[src/rtl/icc_pkg.sv]
// Package: shared encodings for the instruction cycle controller.
// Assumes a 16-bit word laid out as {indirect, opcode[2:0], address[11:0]}.
package icc_pkg;

    // Width of the operation field inside an instruction word.
    localparam int OPC_W = 3;

    // Subcycle states of the sequencer.
    typedef enum logic [3:0] {
        ST_FADDR  = 4'd0,   // fetch: address register <- program counter
        ST_FREAD  = 4'd1,   // fetch: read instruction word
        ST_DECODE = 4'd2,   // load IR, choose indirect or execute
        ST_INDIR  = 4'd3,   // indirect: read pointer word
        ST_EXEC   = 4'd4,   // execute: dispatch on opcode
        ST_OPRD   = 4'd5,   // execute: operand read
        ST_OPWR   = 4'd6,   // execute: operand write
        ST_CHECK  = 4'd7,   // end of instruction: sample interrupt
        ST_INTR   = 4'd8,   // interrupt: stage PC and stack pointer
        ST_SAVE   = 4'd9    // interrupt: write saved PC
    } state_e;

    // Operation codes.
    typedef enum logic [OPC_W-1:0] {
        OP_LOAD  = 3'd0,
        OP_STORE = 3'd1,
        OP_ADD   = 3'd2,
        OP_JUMP  = 3'd3,
        OP_ION   = 3'd4
    } op_e;

    // Source select for the memory address register.
    typedef enum logic [1:0] {
        MAR_HOLD = 2'd0,
        MAR_PC   = 2'd1,
        MAR_EA   = 2'd2,
        MAR_SP   = 2'd3
    } mar_sel_e;

    // Source select for the memory buffer register.
    typedef enum logic [1:0] {
        MBR_HOLD = 2'd0,
        MBR_MEM  = 2'd1,
        MBR_ACC  = 2'd2,
        MBR_PC   = 2'd3
    } mbr_sel_e;

    // Register-transfer controls issued by the sequencer each cycle.
    typedef struct packed {
        mar_sel_e mar_sel;
        mbr_sel_e mbr_sel;
        logic     ir_ld;
        logic     pc_inc;
        logic     pc_ea;
        logic     pc_vec;
        logic     acc_ld;
        logic     acc_add;
        logic     ie_set;
        logic     ie_clr;
        logic     sp_dec;
    } ctl_t;

endpackage

[src/rtl/icc_seq.sv]
// Module: icc_seq
// Subcycle sequencer. Walks fetch, optional indirect, execute, the
// end-of-instruction check and the interrupt subcycle, and emits one
// control word per cycle for the register block. Every memory access
// state waits until mem_ready is seen high.
// Assumes: mbr_ind is the indirect flag of the buffer register, and
// ir_op is the opcode already held in the instruction register.
module icc_seq
    import icc_pkg::*;
(
    input  logic             clk,
    input  logic             rst_n,
    input  logic             mem_ready,
    input  logic             mbr_ind,
    input  logic [OPC_W-1:0] ir_op,
    input  logic             ie,
    input  logic             irq,
    output state_e           state,
    output ctl_t             ctl,
    output logic             mem_rd,
    output logic             mem_wr,
    output logic             irq_ack
);

    state_e state_q;
    state_e state_d;

    // State register; reset enters the fetch subcycle.
    always_ff @(posedge clk) begin
        if (!rst_n) begin
            state_q <= ST_FADDR;
        end else begin
            state_q <= state_d;
        end
    end

    // Next state and register-transfer controls for the present subcycle.
    always_comb begin
        state_d = state_q;
        ctl     = '0;
        unique case (state_q)
            ST_FADDR: begin
                ctl.mar_sel = MAR_PC;
                state_d     = ST_FREAD;
            end
            ST_FREAD: begin
                if (mem_ready) begin
                    ctl.mbr_sel = MBR_MEM;
                    ctl.pc_inc  = 1'b1;
                    state_d     = ST_DECODE;
                end
            end
            ST_DECODE: begin
                ctl.ir_ld   = 1'b1;
                ctl.mar_sel = MAR_EA;
                state_d     = mbr_ind ? ST_INDIR : ST_EXEC;
            end
            ST_INDIR: begin
                if (mem_ready) begin
                    ctl.mbr_sel = MBR_MEM;
                    state_d     = ST_EXEC;
                end
            end
            ST_EXEC: begin
                case (ir_op)
                    OP_LOAD, OP_ADD: begin
                        ctl.mar_sel = MAR_EA;
                        state_d     = ST_OPRD;
                    end
                    OP_STORE: begin
                        ctl.mar_sel = MAR_EA;
                        ctl.mbr_sel = MBR_ACC;
                        state_d     = ST_OPWR;
                    end
                    OP_JUMP: begin
                        ctl.pc_ea = 1'b1;
                        state_d   = ST_CHECK;
                    end
                    OP_ION: begin
                        ctl.ie_set = 1'b1;
                        state_d    = ST_CHECK;
                    end
                    default: begin
                        state_d = ST_CHECK;
                    end
                endcase
            end
            ST_OPRD: begin
                if (mem_ready) begin
                    ctl.acc_ld  = (ir_op == OP_LOAD);
                    ctl.acc_add = (ir_op == OP_ADD);
                    state_d     = ST_CHECK;
                end
            end
            ST_OPWR: begin
                if (mem_ready) begin
                    state_d = ST_CHECK;
                end
            end
            ST_CHECK: begin
                state_d = (irq && ie) ? ST_INTR : ST_FADDR;
            end
            ST_INTR: begin
                ctl.mbr_sel = MBR_PC;
                ctl.mar_sel = MAR_SP;
                ctl.ie_clr  = 1'b1;
                state_d     = ST_SAVE;
            end
            ST_SAVE: begin
                if (mem_ready) begin
                    ctl.sp_dec = 1'b1;
                    ctl.pc_vec = 1'b1;
                    state_d    = ST_FADDR;
                end
            end
            default: begin
                state_d = ST_FADDR;
            end
        endcase
    end

    // Memory strobes and acknowledge follow the present state only.
    always_comb begin
        mem_rd  = (state_q == ST_FREAD) || (state_q == ST_INDIR) || (state_q == ST_OPRD);
        mem_wr  = (state_q == ST_OPWR) || (state_q == ST_SAVE);
        irq_ack = (state_q == ST_INTR);
    end

    assign state = state_q;

endmodule

[src/rtl/icc_acc.sv]
// Module: icc_acc
// Accumulator with load and wrap-around add. The add result width is
// the data width; carry out is discarded.
// Assumes ld and add are never requested in the same cycle.
module icc_acc #(
    parameter int DATA_W = 16
) (
    input  logic              clk,
    input  logic              rst_n,
    input  logic              ld,
    input  logic              add,
    input  logic [DATA_W-1:0] din,
    output logic [DATA_W-1:0] acc
);

    logic [DATA_W-1:0] acc_q;

    // Accumulator update: load replaces, add accumulates modulo 2^DATA_W.
    always_ff @(posedge clk) begin
        if (!rst_n) begin
            acc_q <= '0;
        end else if (ld) begin
            acc_q <= din;
        end else if (add) begin
            acc_q <= acc_q + din;
        end
    end

    assign acc = acc_q;

endmodule

[src/rtl/icc_dpath.sv]
// Module: icc_dpath
// Register block: program counter, address and buffer registers,
// opcode register, stack pointer and interrupt enable flag, plus the
// accumulator instance. Performs the transfers selected by the control
// word from the sequencer.
// Assumes DATA_W = 1 + OPC_W + ADDR_W, with the indirect flag at the
// top bit and the address field at the bottom.
module icc_dpath
    import icc_pkg::*;
#(
    parameter int                ADDR_W       = 12,
    parameter int                DATA_W       = 16,
    parameter logic [ADDR_W-1:0] SP_INIT      = '1,
    parameter logic [ADDR_W-1:0] HANDLER_ADDR = 'h100
) (
    input  logic              clk,
    input  logic              rst_n,
    input  ctl_t              ctl,
    input  logic [DATA_W-1:0] mem_rdata,
    output logic [ADDR_W-1:0] mem_addr,
    output logic [DATA_W-1:0] mem_wdata,
    output logic              mbr_ind,
    output logic [OPC_W-1:0]  ir_op,
    output logic [ADDR_W-1:0] pc,
    output logic [ADDR_W-1:0] sp,
    output logic              ie
);

    localparam int PAD_W  = DATA_W - ADDR_W;
    localparam int OPC_HI = DATA_W - 2;

    logic [ADDR_W-1:0] pc_q;
    logic [ADDR_W-1:0] mar_q;
    logic [DATA_W-1:0] mbr_q;
    logic [OPC_W-1:0]  ir_q;
    logic [ADDR_W-1:0] sp_q;
    logic              ie_q;
    logic [DATA_W-1:0] acc;
    logic [ADDR_W-1:0] ea;

    // Effective address is always the low field of the buffer register.
    assign ea = mbr_q[ADDR_W-1:0];

    // Program counter: vector, jump target or fetch increment.
    always_ff @(posedge clk) begin
        if (!rst_n) begin
            pc_q <= '0;
        end else if (ctl.pc_vec) begin
            pc_q <= HANDLER_ADDR;
        end else if (ctl.pc_ea) begin
            pc_q <= ea;
        end else if (ctl.pc_inc) begin
            pc_q <= pc_q + 1'b1;
        end
    end

    // Memory address register source selection.
    always_ff @(posedge clk) begin
        if (!rst_n) begin
            mar_q <= '0;
        end else begin
            case (ctl.mar_sel)
                MAR_PC:  mar_q <= pc_q;
                MAR_EA:  mar_q <= ea;
                MAR_SP:  mar_q <= sp_q;
                default: mar_q <= mar_q;
            endcase
        end
    end

    // Memory buffer register source selection.
    always_ff @(posedge clk) begin
        if (!rst_n) begin
            mbr_q <= '0;
        end else begin
            case (ctl.mbr_sel)
                MBR_MEM: mbr_q <= mem_rdata;
                MBR_ACC: mbr_q <= acc;
                MBR_PC:  mbr_q <= {{PAD_W{1'b0}}, pc_q};
                default: mbr_q <= mbr_q;
            endcase
        end
    end

    // Instruction register keeps only the opcode; the address stays in MBR.
    always_ff @(posedge clk) begin
        if (!rst_n) begin
            ir_q <= '0;
        end else if (ctl.ir_ld) begin
            ir_q <= mbr_q[OPC_HI -: OPC_W];
        end
    end

    // Stack pointer steps down after every completed save.
    always_ff @(posedge clk) begin
        if (!rst_n) begin
            sp_q <= SP_INIT;
        end else if (ctl.sp_dec) begin
            sp_q <= sp_q - 1'b1;
        end
    end

    // Interrupt enable flag: clear wins over set.
    always_ff @(posedge clk) begin
        if (!rst_n) begin
            ie_q <= 1'b0;
        end else if (ctl.ie_clr) begin
            ie_q <= 1'b0;
        end else if (ctl.ie_set) begin
            ie_q <= 1'b1;
        end
    end

    icc_acc #(
        .DATA_W (DATA_W)
    ) u_acc (
        .clk   (clk),
        .rst_n (rst_n),
        .ld    (ctl.acc_ld),
        .add   (ctl.acc_add),
        .din   (mem_rdata),
        .acc   (acc)
    );

    assign mem_addr  = mar_q;
    assign mem_wdata = mbr_q;
    assign mbr_ind   = mbr_q[DATA_W-1];
    assign ir_op     = ir_q;
    assign pc        = pc_q;
    assign sp        = sp_q;
    assign ie        = ie_q;

endmodule

[src/rtl/icc_top.sv]
// Module: icc_top
// Instruction cycle controller for a small accumulator machine. Joins
// the subcycle sequencer to the register block and exposes a single
// synchronous memory port with a ready handshake and an interrupt
// request/acknowledge pair.
// Assumes the memory holds mem_rdata valid in any cycle mem_ready is high.
module icc_top
    import icc_pkg::*;
#(
    parameter int                ADDR_W       = 12,
    parameter logic [ADDR_W-1:0] SP_INIT      = '1,
    parameter logic [ADDR_W-1:0] HANDLER_ADDR = 'h100
) (
    input  logic                          clk,
    input  logic                          rst_n,
    output logic [ADDR_W-1:0]             mem_addr,
    input  logic [1+icc_pkg::OPC_W+ADDR_W-1:0] mem_rdata,
    output logic [1+icc_pkg::OPC_W+ADDR_W-1:0] mem_wdata,
    output logic                          mem_rd,
    output logic                          mem_wr,
    input  logic                          mem_ready,
    input  logic                          irq,
    output logic                          irq_ack
);

    localparam int DATA_W = 1 + OPC_W + ADDR_W;

    state_e            state;
    ctl_t              ctl;
    logic              mbr_ind;
    logic [OPC_W-1:0]  ir_op;
    logic [ADDR_W-1:0] pc;
    logic [ADDR_W-1:0] sp;
    logic              ie;

    icc_seq u_seq (
        .clk       (clk),
        .rst_n     (rst_n),
        .mem_ready (mem_ready),
        .mbr_ind   (mbr_ind),
        .ir_op     (ir_op),
        .ie        (ie),
        .irq       (irq),
        .state     (state),
        .ctl       (ctl),
        .mem_rd    (mem_rd),
        .mem_wr    (mem_wr),
        .irq_ack   (irq_ack)
    );

    icc_dpath #(
        .ADDR_W       (ADDR_W),
        .DATA_W       (DATA_W),
        .SP_INIT      (SP_INIT),
        .HANDLER_ADDR (HANDLER_ADDR)
    ) u_dpath (
        .clk       (clk),
        .rst_n     (rst_n),
        .ctl       (ctl),
        .mem_rdata (mem_rdata),
        .mem_addr  (mem_addr),
        .mem_wdata (mem_wdata),
        .mbr_ind   (mbr_ind),
        .ir_op     (ir_op),
        .pc        (pc),
        .sp        (sp),
        .ie        (ie)
    );

endmodule

[config.mk]
export PLATFORM = sky130hd
export DESIGN_NAME = icc_top
export DESIGN_NICKNAME = d
export VERILOG_FILES = /design/src/rtl/icc_pkg.sv /design/src/rtl/icc_seq.sv /design/src/rtl/icc_acc.sv /design/src/rtl/icc_dpath.sv /design/src/rtl/icc_top.sv
export SDC_FILE = /design/constraint.sdc
export NUM_CORES = 1
export LEC_CHECK = 0
export BUFFER_PORTS_ARGS = -buffer_cell sky130_fd_sc_hd__buf_2
export CAP_MARGIN = 15
export CORE_ASPECT_RATIO = 0.5
export CORE_MARGIN = 1
export CORE_UTILIZATION = 60
export DETAILED_ROUTE_END_ITERATION = 8
export GPL_TIMING_DRIVEN = 0
export PLACE_DENSITY = 0.82
export SYNTH_ARGS = -nofsm -noshare
export SYNTH_HDL_FRONTEND = slang
export SYNTH_SLANG_ARGS = --single-unit
[constraint.sdc]
create_clock -name clk -period 3.45 [get_ports clk]
set_input_delay 0.69 -clock clk [delete_from_list [all_inputs] [get_ports clk]]
set_output_delay 0.69 -clock clk [all_outputs]
set_load 0.02 [all_outputs]
; Word level (Yosys, flattened, before mapping)
; Cells that the tools add are included.
[classes]
n_eq_ne = 23
n_addsub = 3
reduce_logical = 18
n_mux = 31
bitwise = 1
[ops]
columns = operator, count
row1 = 16-bit one-hot mux with 3 select lines, 1
row2 = 12-bit one-hot mux with 3 select lines, 1
row3 = 4-bit one-hot mux with 9 select lines, 1
row4 = 16-bit 2-to-1 mux, 2
row5 = 12-bit 2-to-1 mux, 2
row6 = 4-bit 2-to-1 mux, 5
row7 = 16-bit adder, 1
row8 = 4-bit by 3-bit equality test with 1-bit output (second input constant), 4
row9 = 12-bit by 1-bit adder with 12-bit output (second input constant), 1
row10 = 12-bit by 1-bit subtractor with 12-bit output (second input constant), 1
row11 = 1-bit 2-to-1 mux, 10
row12 = 2-bit OR reduction, 5
row13 = 9-bit 2-to-1 mux, 1
row14 = 3-bit nonzero test, 3
row15 = 2-bit equality test (second input constant), 4
row16 = 4-bit by 2-bit equality test with 1-bit output (second input constant), 2
row17 = 4-bit equality test (second input constant), 2
row18 = 2-bit 2-to-1 mux, 4
row19 = 2-bit one-hot mux with 4 select lines, 1
row20 = 3-bit by 2-bit equality test with 1-bit output (second input constant), 2
row21 = 2-bit inequality test (second input constant), 3
row22 = 2-bit one-hot mux with 3 select lines, 1
row23 = 2-bit by 1-bit equality test with 1-bit output (second input constant), 2
row24 = 4-bit by 1-bit equality test with 1-bit output (second input constant), 1
row25 = other kinds (13), 16
[totals]
output_inout_bits = 31
inputBits = 20
reg_bits = 76

; Depth between registers and ports, before layout
; Gate-level depths: netlist of the first run.
[depth]
word_depth = 6
mapped_depth = 8

; Hierarchy
; Synthesis of the first run repeated with hierarchy kept, for this count alone.
[unflattened]
cells_unflattened = 511
hier_area_um2 = 4712.0
[by_module_without_submodules]
columns = mod, cells_each, n_inst, seq_area_each_um2, area_each_um2
row1 = icc_dpath, 251, 1, 1121.1, 2756.4
row2 = icc_acc, 185, 1, 320.3, 1433.9
row3 = icc_seq, 75, 1, 80.1, 521.8

; Worst setup path before layout of the first run
; OpenSTA, ideal clock, no wires.
[synth_timing]
kind = input to register
from = input mem_rdata[0] (netlist bit)
to = register u_dpath.u_acc.acc_q[12] (netlist: u_dpath.u_acc.acc[12])
path_stages = 8
required_ns = 3.306
path_buffers = 0
path_slack_ns = 0.885
setup_time_ns = 0.144
arrival_ns = 2.421
path_cell_list = ha_1 fa_1 a21o_1 a221oi_2 o22ai_1 a31oi_1 xor2_1 a31oi_1
[synth_via]
elab_chain_len = 3
[synth_rtl]
columns = item, line_no
row1 = "start, declared", icc_top.sv:17  ; input logic [1+icc_pkg::OPC_W+ADDR_W-1:0] mem_rdata,
row2 = 16-bit adder, icc_acc.sv:25  ; acc_q <= acc_q + din;
row3 = 16-bit 2-to-1 mux, icc_acc.sv:24  ; end else if (add) begin
row4 = 16-bit 2-to-1 mux, icc_acc.sv:22  ; end else if (ld) begin
row5 = "end signal, assigned", icc_acc.sv:23  ; acc_q <= din;
row6 = "end signal, assigned", icc_acc.sv:25
row7 = "end, declared", icc_acc.sv:16  ; logic [DATA_W-1:0] acc_q;
; Every way passes these cells. The select of a mux whose other input is x is not followed.
; A chain may end at the register's enable or synchronous reset.

; Worst setup path after layout of the first run
[layout_timing]
from = register u_seq.state_q[2] (netlist: u_seq.state[2])
to = output irq_ack
[layout_via]
elab_chain_len = 1
[layout_rtl]
columns = item, line_no
row1 = "start, declared", icc_seq.sv:25  ; state_e state_q;
row2 = "start signal, assigned", icc_seq.sv:33  ; state_q <= state_d;
row3 = 4-bit equality test, icc_seq.sv:126  ; irq_ack = (state_q == ST_INTR);
row4 = "end, declared", icc_top.sv:23  ; output logic irq_ack
; Every way passes these cells.

==> summary.md, run 1 <==
| Metric | Value |
|---|---|
| Status | `finished clean` |
| DR iter-0 viols | `534` |
| Commonest non-fill, non-tap cell in the layout | `dfxtp_1` |
| Initial cell density of the core | `0.6218` |
| CP arrival | `2.24 ns` |
| Element type at the critical path end | `primary output` |
| Crit Path Max Fanout | `10` |
| Clk sink count | `76` |
| Largest net degree at the start of global routing | `12` |
| Fmax | `341.7 MHz` |
| Critical path class | `register to primary output` |
| Final Core Density | `0.7086` |
| CTS root buffer | `clkbuf_16` |
| Initial antenna violation count | `0` |
| Worst Clk Skew | `0.006785 ns` |
| #FFs+latches synth | `76` |
| Post-Syn Area | `4553 µm²` |
| Post-DP HPWL | `9.274 mm` |
| CP required | `2.76 ns` |
| DR pass1 iterations | `7` |
| Clk_lat worst skew | `0.33 ns` |
| Deepest clock path buffer count | `2` |
| Vias in the first global route | `4,096` |
| Pleak | `0.002120 µW` |
| Final hold violation count | `0` |
| Core area | `7322 µm²` |
| Die outline width | `125.2 µm` |
| Reg clk slew, reported paths | `0.05 ns` |
| First-pass GRT wire length | `20.74 mm` |
| H-tree levels | `3` |
| Final Instance Count excl. Fillers | `721` |
| Drt wl/cell | `17.38 µm` |
| Cell Rows | `22` |
| Gpl congestion | `0.8843` |
| Port bufs | `49` |
| Async SR Flop Fraction | `0` |
| Die Area | `7962 µm²` |
| PostCTS Resize Cnt | `0` |
| Clk pwr share | `0.271` |
| Unrepaired setup endpoints after global routing | `no` |
| Least-Margin Pin Slew | `0.6620 ns` |
| Nets@finish | `659` |
| Power per cell area | `619.7 nW/µm²` |
| Drc violations | `0` |
| Post-synthesis net count | `599` |
| Post-route ant nets | `0` |
| Final setup TNS | `0 ns` |
| EDFF count, synth | `0` |
| Share of layout cells above drive strength 1 | `0.1440` |
| Worst setup SP type | `register` |
| Pint | `1972 µW` |
| Peak VDD IR | `0.3006 mV` |
| Slew headroom | `0.5575` |
| Synth Warn # | `0` |
| GRT overflow | `0` |
| Hold WC Path Type | `register to register` |
| Cts hold-fix bufs | `0` |
| Syn Inst Count | `561` |
| ANT cells | `0` |
| P_sw | `1244 µW` |
| Switching share of power | `0.3868` |
| Drt total wl | `12.53 mm` |
| Slew Viols, Final | `0` |
| Comb pwr share | `0.383` |
| I/O pin count | `51` |
| Unique cell type count in the Yosys netlist | `65` |
| GRT Overall Usage | `0.3311` |
| Setup bufs post-CTS | `0` |
| Drt via density | `6.232` |
| Final min period | `2.926 ns` |
| Count of final setup violators | `0` |
| Vias post-DR | `4,493` |
| CTS tree | `yes` |
| Max-Cap Viols | `0` |
| Ys flop type | `dfxtp_1` |
| Final period utilization | `0.8482` |
| Register area share after synthesis | `0.3342` |
| Syn Area/Cell | `8.116 µm²` |
| Cells after DPL | `706` |
| Area Overhead vs Synth | `13.96%` |
| Num CTS Buffers | `9` |
| Chip height | `63.60 µm` |
| Sequential power share | `0.346` |
| Most frequent cells in the layout | `76 x dfxtp_1, 69 x nand2_1, 56 x buf_2, 41 x a21oi_1, 34 x o21ai_0` |
[Yosys cell counts (5+ instances only)]
cell	count	area share
nor2_1	28	0.023
ha_1	17	0.047
nand4_1	5	0.0069
a21oi_1	41	0.045
mux2i_1	13	0.029
clkbuf_1	26	0.021
a22oi_1	13	0.021
o21ai_0	34	0.037
xor2_1	6	0.012
o211ai_1	10	0.016
a211oi_1	5	0.0082
nor2b_1	5	0.0069
buf_4	5	0.0082
a21o_1	20	0.033
nand3_1	15	0.016
a221oi_1	5	0.0096
buf_2	7	0.0077
nor3_1	9	0.0099
dfxtp_1	76	0.33
and2_1	6	0.0082
inv_1	5	0.0041
xnor2_1	17	0.033
and3_1	5	0.0069
o21ai_1	33	0.036
nand2_1	69	0.057
a31oi_1	18	0.025
nor3b_1	8	0.013
[area by class of cell]
| cell class | count | area [µm²] |
|---|---|---|
| multi-input combinational | 439 | 2831 |
| buffer | 41 | 181.4 |
| fill | 602 | 2133 |
| inverter | 5 | 18.77 |
| clock inverter | 2 | 10.01 |
| tap | 96 | 120.1 |
| clock buffer | 13 | 260.3 |
| timing repair buffer | 49 | 245.2 |
| sequential | 76 | 1521 |
[path summary, 6_finish.rpt]
kind                                           start                     to  slack, ns  cells after the start
worst max-delay path                  u_seq.state[2]                irq_ack       0.52                      6
worst min-delay path                  u_dpath.sp[11]   u_dpath.mem_addr[11]       0.48                      2
worst max register to register  u_dpath.u_acc.acc[0]  u_dpath.u_acc.acc[12]       0.96                      8
worst min register to register        u_dpath.sp[11]   u_dpath.mem_addr[11]       0.48                      2
[worst max-delay path, stage by stage, from the launching register on]
cell and delay [ns]:
dfxtp_1 0.37, or3b_1 0.36, buf_2 0.18, nor2_2 0.24, buf_2 0.31, buf_2 0.26
buf_2 0.19
[metal layers]
layer	share of wire	vias up	global-route usage	routed length, µm
li1	-	2196	-	-
met1	0.48	2098	0.4845	6077
met2	0.42	189	0.4846	5275
met3	0.087	10	0.07137	1086
met4	0.0072	0	0.09299	90
met5	0	-	0	0
[power groups by stage]
stage	combinational [µW]	sequential [µW]	clock, µW
after CTS	1210	1110	874
after detailed placement	1200	1120	0
final	1230	1110	872
after floorplan	799	1180	0
after global placement	1180	1120	0
after global routing	1360	1120	909
[logic make-up (layout without fill, tap and decap cells)]
family | after synthesis | after routing | synth area share
AOI/OAI and AO/OA | 203 | 203 | 0.2819
and+or+nand+nor | 182 | 182 | 0.2160
DFF | 76 | 76 | 0.3342
buffers and inverters | 46 | 110 | 0.04397
xor gates and xnor gates | 23 | 23 | 0.04424
adders and majority gates | 18 | 18 | 0.05111
muxes | 13 | 13 | 0.02858
[state kept, by name (all words and copies together), names as in the netlist]
signal	flops
u_seq.state	4
u_dpath.pc	12
u_dpath.ie	1
u_dpath.u_acc.acc	16
u_dpath.mem_wdata	16
u_dpath.ir_op	3
u_dpath.sp	12
u_dpath.mem_addr	12
[through the flow]
step | power [µW] | hold slack, ns | area (µm²) | worst slack [ns]
6_report | 3215 | 0.4791 | 5189 | 0.5238
2_1_floorplan | 1980 | 0.4418 | 4553 | 0.8850
4_1_cts | 3188 | 0.4781 | 5189 | 0.5373
3_5_place_dp | 2320 | 0.4681 | 4918 | 0.4711
3_3_place_gp | 2296 | 0.4671 | 4918 | 0.4903
5_1_grt | 3388 | 0.5116 | 5189 | 0.4241
Power figures use the tool's default switching activity.
==> inputs of run 2 (changes only) <==
- CORE_UTILIZATION: 60 -> 59
- PLACE_DENSITY: 0.82 -> 0.81
- clock period: 3.45 -> 2.8 ns (I/O delays scaled with it)
==> summary.md, run 2 (synthesis results as in run 1) <==
| Metric | Value |
|---|---|
| P_sw | `1528 µW (+23%)` |
| Die outline width | `126.2 µm (+0.83%)` |
| Gpl congestion | `0.8864 (+0.24%)` |
| Crit-path max cell delay | `0.37 ns (about the same)` |
| Pleak | `0.002115 µW (-0.25%)` |
| Slew Viols, Final | `0 (unchanged)` |
| Post-DP HPWL | `9.421 mm (+1.6%)` |
| Drt via density | `6.325 (+1.5%)` |
| Num CTS Buffers | `9 (unchanged)` |
| Switching share of power | `0.3879 (+0.001136)` |
| Vias in the first global route | `4,167 (+1.7%)` |
| Most common cell on crit path | `buf_2` |
| Initial cell density of the core | `0.6149 (-0.006935)` |
| Nets@finish | `659 (unchanged)` |
| Element type at the critical path end | `primary output` |
| Comb pwr share | `0.386 (+0.003)` |
| Crit Path Max Fanout | `10 (unchanged)` |
| Share of layout cells above drive strength 1 | `0.1422 (-0.001827)` |
| CTS root buffer | `clkbuf_16` |
| Largest net degree at the start of global routing | `12 (unchanged)` |
| Max-Cap Viols | `0 (unchanged)` |
| Deepest clock path buffer count | `2 (unchanged)` |
| Count of final setup violators | `0 (unchanged)` |
| Commonest non-fill, non-tap cell in the layout | `dfxtp_1` |
| Drt wl/cell | `17.46 µm (+0.48%)` |
| Status | `finished clean` |
| Drc violations | `0 (unchanged)` |
| Fmax | `372.5 MHz` |
| Core area | `7405 µm² (+1.1%)` |
| Setup bufs post-CTS | `0 (unchanged)` |
| Slew headroom | `0.5530 (-0.004528)` |
| ANT cells | `0 (unchanged)` |
| Unrepaired setup endpoints after global routing | `no` |
| Final period utilization | `0.9587` |
| Final min period | `2.684 ns` |
| Critical path class | `register to primary output` |
| Crit-path cells | `or3b_1 -> buf_2 -> nor2_4 -> clkbuf_4 -> buf_2 -> buf_2` |
| Initial antenna violation count | `0 (unchanged)` |
| # fillers | `603 (+0.17%)` |
| CP required | `2.24 ns (-0.52 ns)` |
| GRT Overall Usage | `0.3328 (+0.001694)` |
| Clk_lat worst skew | `0.34 ns (about the same)` |
| DR iter-0 viols | `503 (-5.8%)` |
| Vias post-DR | `4,567 (+1.6%)` |
| DR pass1 iterations | `5 (-2)` |
| Worst setup SP type | `register` |
| Cell Rows | `22 (unchanged)` |
| Reg clk slew, reported paths | `0.06 ns (about the same)` |
| Die Area | `8094 µm² (+1.6%)` |
| Least-Margin Pin Slew | `0.6687 ns (+0.006773 ns)` |
| I/O pin count | `51 (unchanged)` |
| Pint | `2410 µW (+22%)` |
| Drt total wl | `12.61 mm (+0.62%)` |
| Clk pwr share | `0.267 (-0.004)` |
| Peak VDD IR | `0.3747 mV (+25%)` |
| Port bufs | `49 (unchanged)` |
| Most frequent cells in the layout | `76 x dfxtp_1, 69 x nand2_1, 55 x buf_2, 41 x a21oi_1, 34 x o21ai_0` |
| Sequential power share | `0.347 (about the same)` |
| H-tree levels | `3 (unchanged)` |
| Post-route ant nets | `0 (unchanged)` |
| CTS tree | `yes` |
| GRT overflow | `0 (unchanged)` |
| Worst hold margin | `0.4856 ns (+0.006541 ns)` |
| Final hold violation count | `0 (unchanged)` |
| CP arrival | `2.12 ns (-0.12 ns)` |
| Power per cell area | `758.8 nW/µm² (+22%)` |
| Area Overhead vs Synth | `13.99% (about the same)` |
| Worst path slowest cell | `dfxtp_1` |
| Worst Clk Skew | `0.005371 ns (-0.001415 ns)` |
| Chip height | `64.12 µm (+0.81%)` |
| Overall power | `3938 µW (+22%)` |
| Hold WC Path Type | `register to register` |
| Clk sink count | `76 (unchanged)` |
| First-pass GRT wire length | `20.93 mm (+0.93%)` |
| Worst R2R Setup Slack | `0.30 ns (-0.66 ns)` |
## run 2: critical path: cells and delay by family (launching register included)
kind,cells,cell delay (ns)
flip-flops,1,0.37
AND/OR/NAND/NOR,2,0.53
buffers and inverters,4,0.89
## run 2: power by group through the flow
| stage | clock [µW] | sequential [µW] | combinational, µW |
|---|---|---|---|
| 2_1_floorplan | 0 | 1460 | 984 |
| 3_3_place_gp | 0 | 1380 | 1450 |
| 3_5_place_dp | 0 | 1380 | 1480 |
| 4_1_cts | 1060 | 1360 | 1490 |
| 5_1_grt | 1100 | 1380 | 1670 |
| 6_report | 1050 | 1370 | 1520 |
## run 2: worst paths after layout
path | from | endpoint | cells past startpoint
worst max-delay path | u_seq.state[2] | irq_ack | 6
worst min-delay path | u_dpath.sp[6] | u_dpath.mem_addr[6] | 2
worst max register to register | u_dpath.u_acc.acc[0] | u_dpath.u_acc.acc[12] | 8
worst min register to register | u_dpath.sp[6] | u_dpath.mem_addr[6] | 2
## run 2: per-stage QoR
step | instance area, µm² | worst slack (ns) | cells | util | setup TNS [ns]
final | 5190 | 0.1157 | 722 | 0.7009 | 0
after global routing | 5190 | 0.04427 | 722 | 0.7009 | 0
after CTS | 5182 | 0.0008198 | 722 | 0.6999 | 0
after detailed placement | 4918 | -0.05528 | 706 | 0.6642 | -0.05528
after global placement | 4918 | -0.02424 | 706 | 0.6642 | -0.02424
after floorplan | 4553 | 0.3650 | 561 | - | 0
## run 2: what timing repair did
item	in CTS	in global routing
resized for setup	0	2
hold buffers	0	0
endpoints found under the setup margin	0	1
## run 2: metal layers
| metal | global-route usage | share of wire | vias to the layer above |
|---|---|---|---|
| met3 | 0.07538 | 0.095 | 12 |
| met5 | 0 | 0 | - |
| li1 | - | - | 2202 |
| met4 | 0.08735 | 0.0086 | 0 |
| met2 | 0.4993 | 0.42 | 210 |
| met1 | 0.4789 | 0.47 | 2143 |
## run 2: final cells by class
cell class,instances,area (µm²),share of cell area
multi-input cells,439,2836,0.5465
flip-flops and latches,76,1521,0.2932
clock buffers,14,254.0,0.04894
repair buffers,49,245.2,0.04725
plain buffers,41,183.9,0.03544
well taps,96,120.1,0.02314
inverters,5,18.77,0.003616
clock inverters,2,10.01,0.001929
==> inputs of run 3 (changes only) <==
- GPL_TIMING_DRIVEN: 0 -> 1
==> summary.md, run 3 (synthesis results as in run 1) <==
| Metric | Value |
|---|---|
| Final period utilization | `0.9325 (-0.02616)` |
| # fillers | `619 (+2.7%)` |
| Die Area | `8094 µm² (unchanged)` |
| Worst path slowest cell | `dfxtp_1` |
| Power per cell area | `783.2 nW/µm² (+3.2%)` |
| CTS root buffer | `clkbuf_16` |
| Delay-heaviest family, CP | `simple AND/OR/NAND/NOR gates` |
| H-tree levels | `3 (unchanged)` |
| DR pass1 iterations | `5 (unchanged)` |
| Initial cell density of the core | `0.6149 (unchanged)` |
| First-pass GRT wire length | `20.13 mm (-3.9%)` |
| Initial antenna violation count | `0 (unchanged)` |
| Cts hold-fix bufs | `0 (unchanged)` |
| Setup bufs post-CTS | `0 (unchanged)` |
| Vias in the first global route | `4,180 (+0.31%)` |
| GRT overflow | `0 (unchanged)` |
| Least-Margin Pin Slew | `0.6704 ns (+0.001694 ns)` |
| Hold WC Path Type | `register to register` |
| ANT cells | `0 (unchanged)` |
| Crit Path Max Fanout | `13 (+3)` |
| Area Overhead vs Synth | `12.83%` |
| GRT Overall Usage | `0.3143 (-0.01858)` |
| PostCTS Resize Cnt | `0 (unchanged)` |
| Final Instance Count excl. Fillers | `694 (-3.9%)` |
| Most frequent cells in the layout | `76 x dfxtp_1, 69 x nand2_1, 50 x buf_2, 41 x a21oi_1, 34 x o21ai_0` |
| Worst setup SP type | `register` |
| Count of final setup violators | `0 (unchanged)` |
| Num CTS Buffers | `9 (unchanged)` |
| Max-Cap Viols | `0 (unchanged)` |
| Crit-path cells | `or3b_1 -> nor2_2 -> buf_4 -> buf_2` |
| Element type at the critical path end | `primary output` |
| Final setup TNS | `0 ns (unchanged)` |
| Slew Viols, Final | `0 (unchanged)` |
| Worst hold margin | `0.4628 ns (-0.02288 ns)` |
| Final hold violation count | `0 (unchanged)` |
| Worst Clk Skew | `0.005466 ns (+0.00009517 ns)` |
| Largest net degree at the start of global routing | `40 (+28)` |
| Final Core Density | `0.6938 (-0.007097)` |
| Crit-path max cell delay | `0.56 ns (+0.19 ns)` |
| Overall power | `4024 µW (+2.2%)` |
| Cell Rows | `22 (unchanged)` |
| Nets@finish | `631 (-4.2%)` |
| Reg clk slew, reported paths | `0.06 ns (about the same)` |
| Share of layout cells above drive strength 1 | `0.1538 (+0.01167)` |
| Commonest non-fill, non-tap cell in the layout | `dfxtp_1` |
| CP bufs+invs | `2 (-2)` |
| Port bufs | `50 (+2.0%)` |
| Drt total wl | `11.93 mm (-5.4%)` |
| Pleak | `0.002096 µW (-0.90%)` |
| Clk_lat worst skew | `0.33 ns (about the same)` |
| Post-route ant nets | `0 (unchanged)` |
| Drt via density | `6.367 (+0.66%)` |
| Deepest clock path buffer count | `2 (unchanged)` |
| Final min period | `2.611 ns (-0.07325 ns)` |
| Status | `finished clean` |
| Core area | `7405 µm² (unchanged)` |
| Chip height | `64.12 µm (unchanged)` |
| Clk sink count | `76 (unchanged)` |
| Unrepaired setup endpoints after global routing | `no` |
| Gpl congestion | `0.9247 (+4.3%)` |
| CP required | `2.24 ns (about the same)` |
| I/O pin count | `51 (unchanged)` |
| Die outline width | `126.2 µm (unchanged)` |
| Cells after DPL | `678 (-4.0%)` |
| CP arrival | `2.05 ns (-0.07 ns)` |
| Drc violations | `0 (unchanged)` |
| Fmax | `383.0 MHz (+2.8%)` |
| Peak VDD IR | `0.4290 mV (+14%)` |
| Drt wl/cell | `17.19 µm (-1.6%)` |
| Slew headroom | `0.5514 (-0.001614)` |
| CTS tree | `yes` |
| Critical path class | `register to primary output` |
| Vias post-DR | `4,419 (-3.2%)` |
| Post-DP HPWL | `8.240 mm (-13%)` |
| DR iter-0 viols | `420 (-17%)` |
==> run 3: cell count changes in the layout (fill, tap and decap cells not counted) <==
| cell | before | now |
|---|---|---|
| clkinvlp_4 | 0 | 2 |
| buf_4 | 5 | 12 |
| clkbuf_4 | 1 | 0 |
| clkbuf_1 | 30 | 2 |
| nor2_4 | 1 | 0 |
| buf_1 | 3 | 0 |
| nor2_2 | 0 | 1 |
| bufinv_16 | 0 | 1 |
| clkinv_2 | 2 | 0 |
| clkbuf_8 | 1 | 2 |
| buf_2 | 55 | 50 |
==> run 3: path summary, 6_finish.rpt <==
| path | slack [ns] | cells after the start | startpoint | endpoint |
|---|---|---|---|---|
| hold reg to reg | 0.46 | 2 | u_dpath.sp[11] | u_dpath.mem_addr[11] |
| setup reg to reg | 0.42 | 5 | u_seq.state[2] | u_dpath.mem_wdata[6] |
| hold / removal | 0.46 | 2 | u_dpath.sp[11] | u_dpath.mem_addr[11] |
| setup / recovery | 0.19 | 4 | u_seq.state[3] | irq_ack |
==> run 3: power breakdown <==
group	switching, µW	total (µW)	internal [µW]
clock	444	1180	739
sequential	181	1410	1230
combinational	896	1430	535
total	1520	4020	2500
==> run 3: cell type report <==
class / count / area [µm²] / share of cell area
flip-flops and latches: 76 / 1521 / 0.2962
clock inverters: 3 / 45.04 / 0.008768
well taps: 96 / 120.1 / 0.02338
inverters: 5 / 18.77 / 0.003653
clock buffers: 13 / 260.3 / 0.05066
multi-input cells: 439 / 2831 / 0.5511
repair buffers: 62 / 340.3 / 0.06624
==> run 3: per-layer routing <==
layer | wire length [µm] | global-route usage | vias up
li1 | - | - | 2134
met1 | 5679 | 0.4506 | 2053
met2 | 5001 | 0.4669 | 211
met3 | 1104 | 0.06449 | 21
met4 | 146 | 0.1084 | 0
met5 | 0 | 0 | -
==> run 3: worst register-to-register path, stage by stage, from the launching register on <==
cell and delay (ns):
dfxtp_1 0.61, or4b_4 0.55, nor3_2 0.25, or2b_1 0.57
o21ai_1 0.14, a31oi_1 0.18
==> run 3: stage by stage <==
step	cell area (µm²)	setup WS (ns)
after floorplan	4553	0.3650
after global placement	4832	0.2065
after detailed placement	4832	0.1715
after CTS	5137	0.1976
after global routing	5137	0.07523
final	5137	0.1889
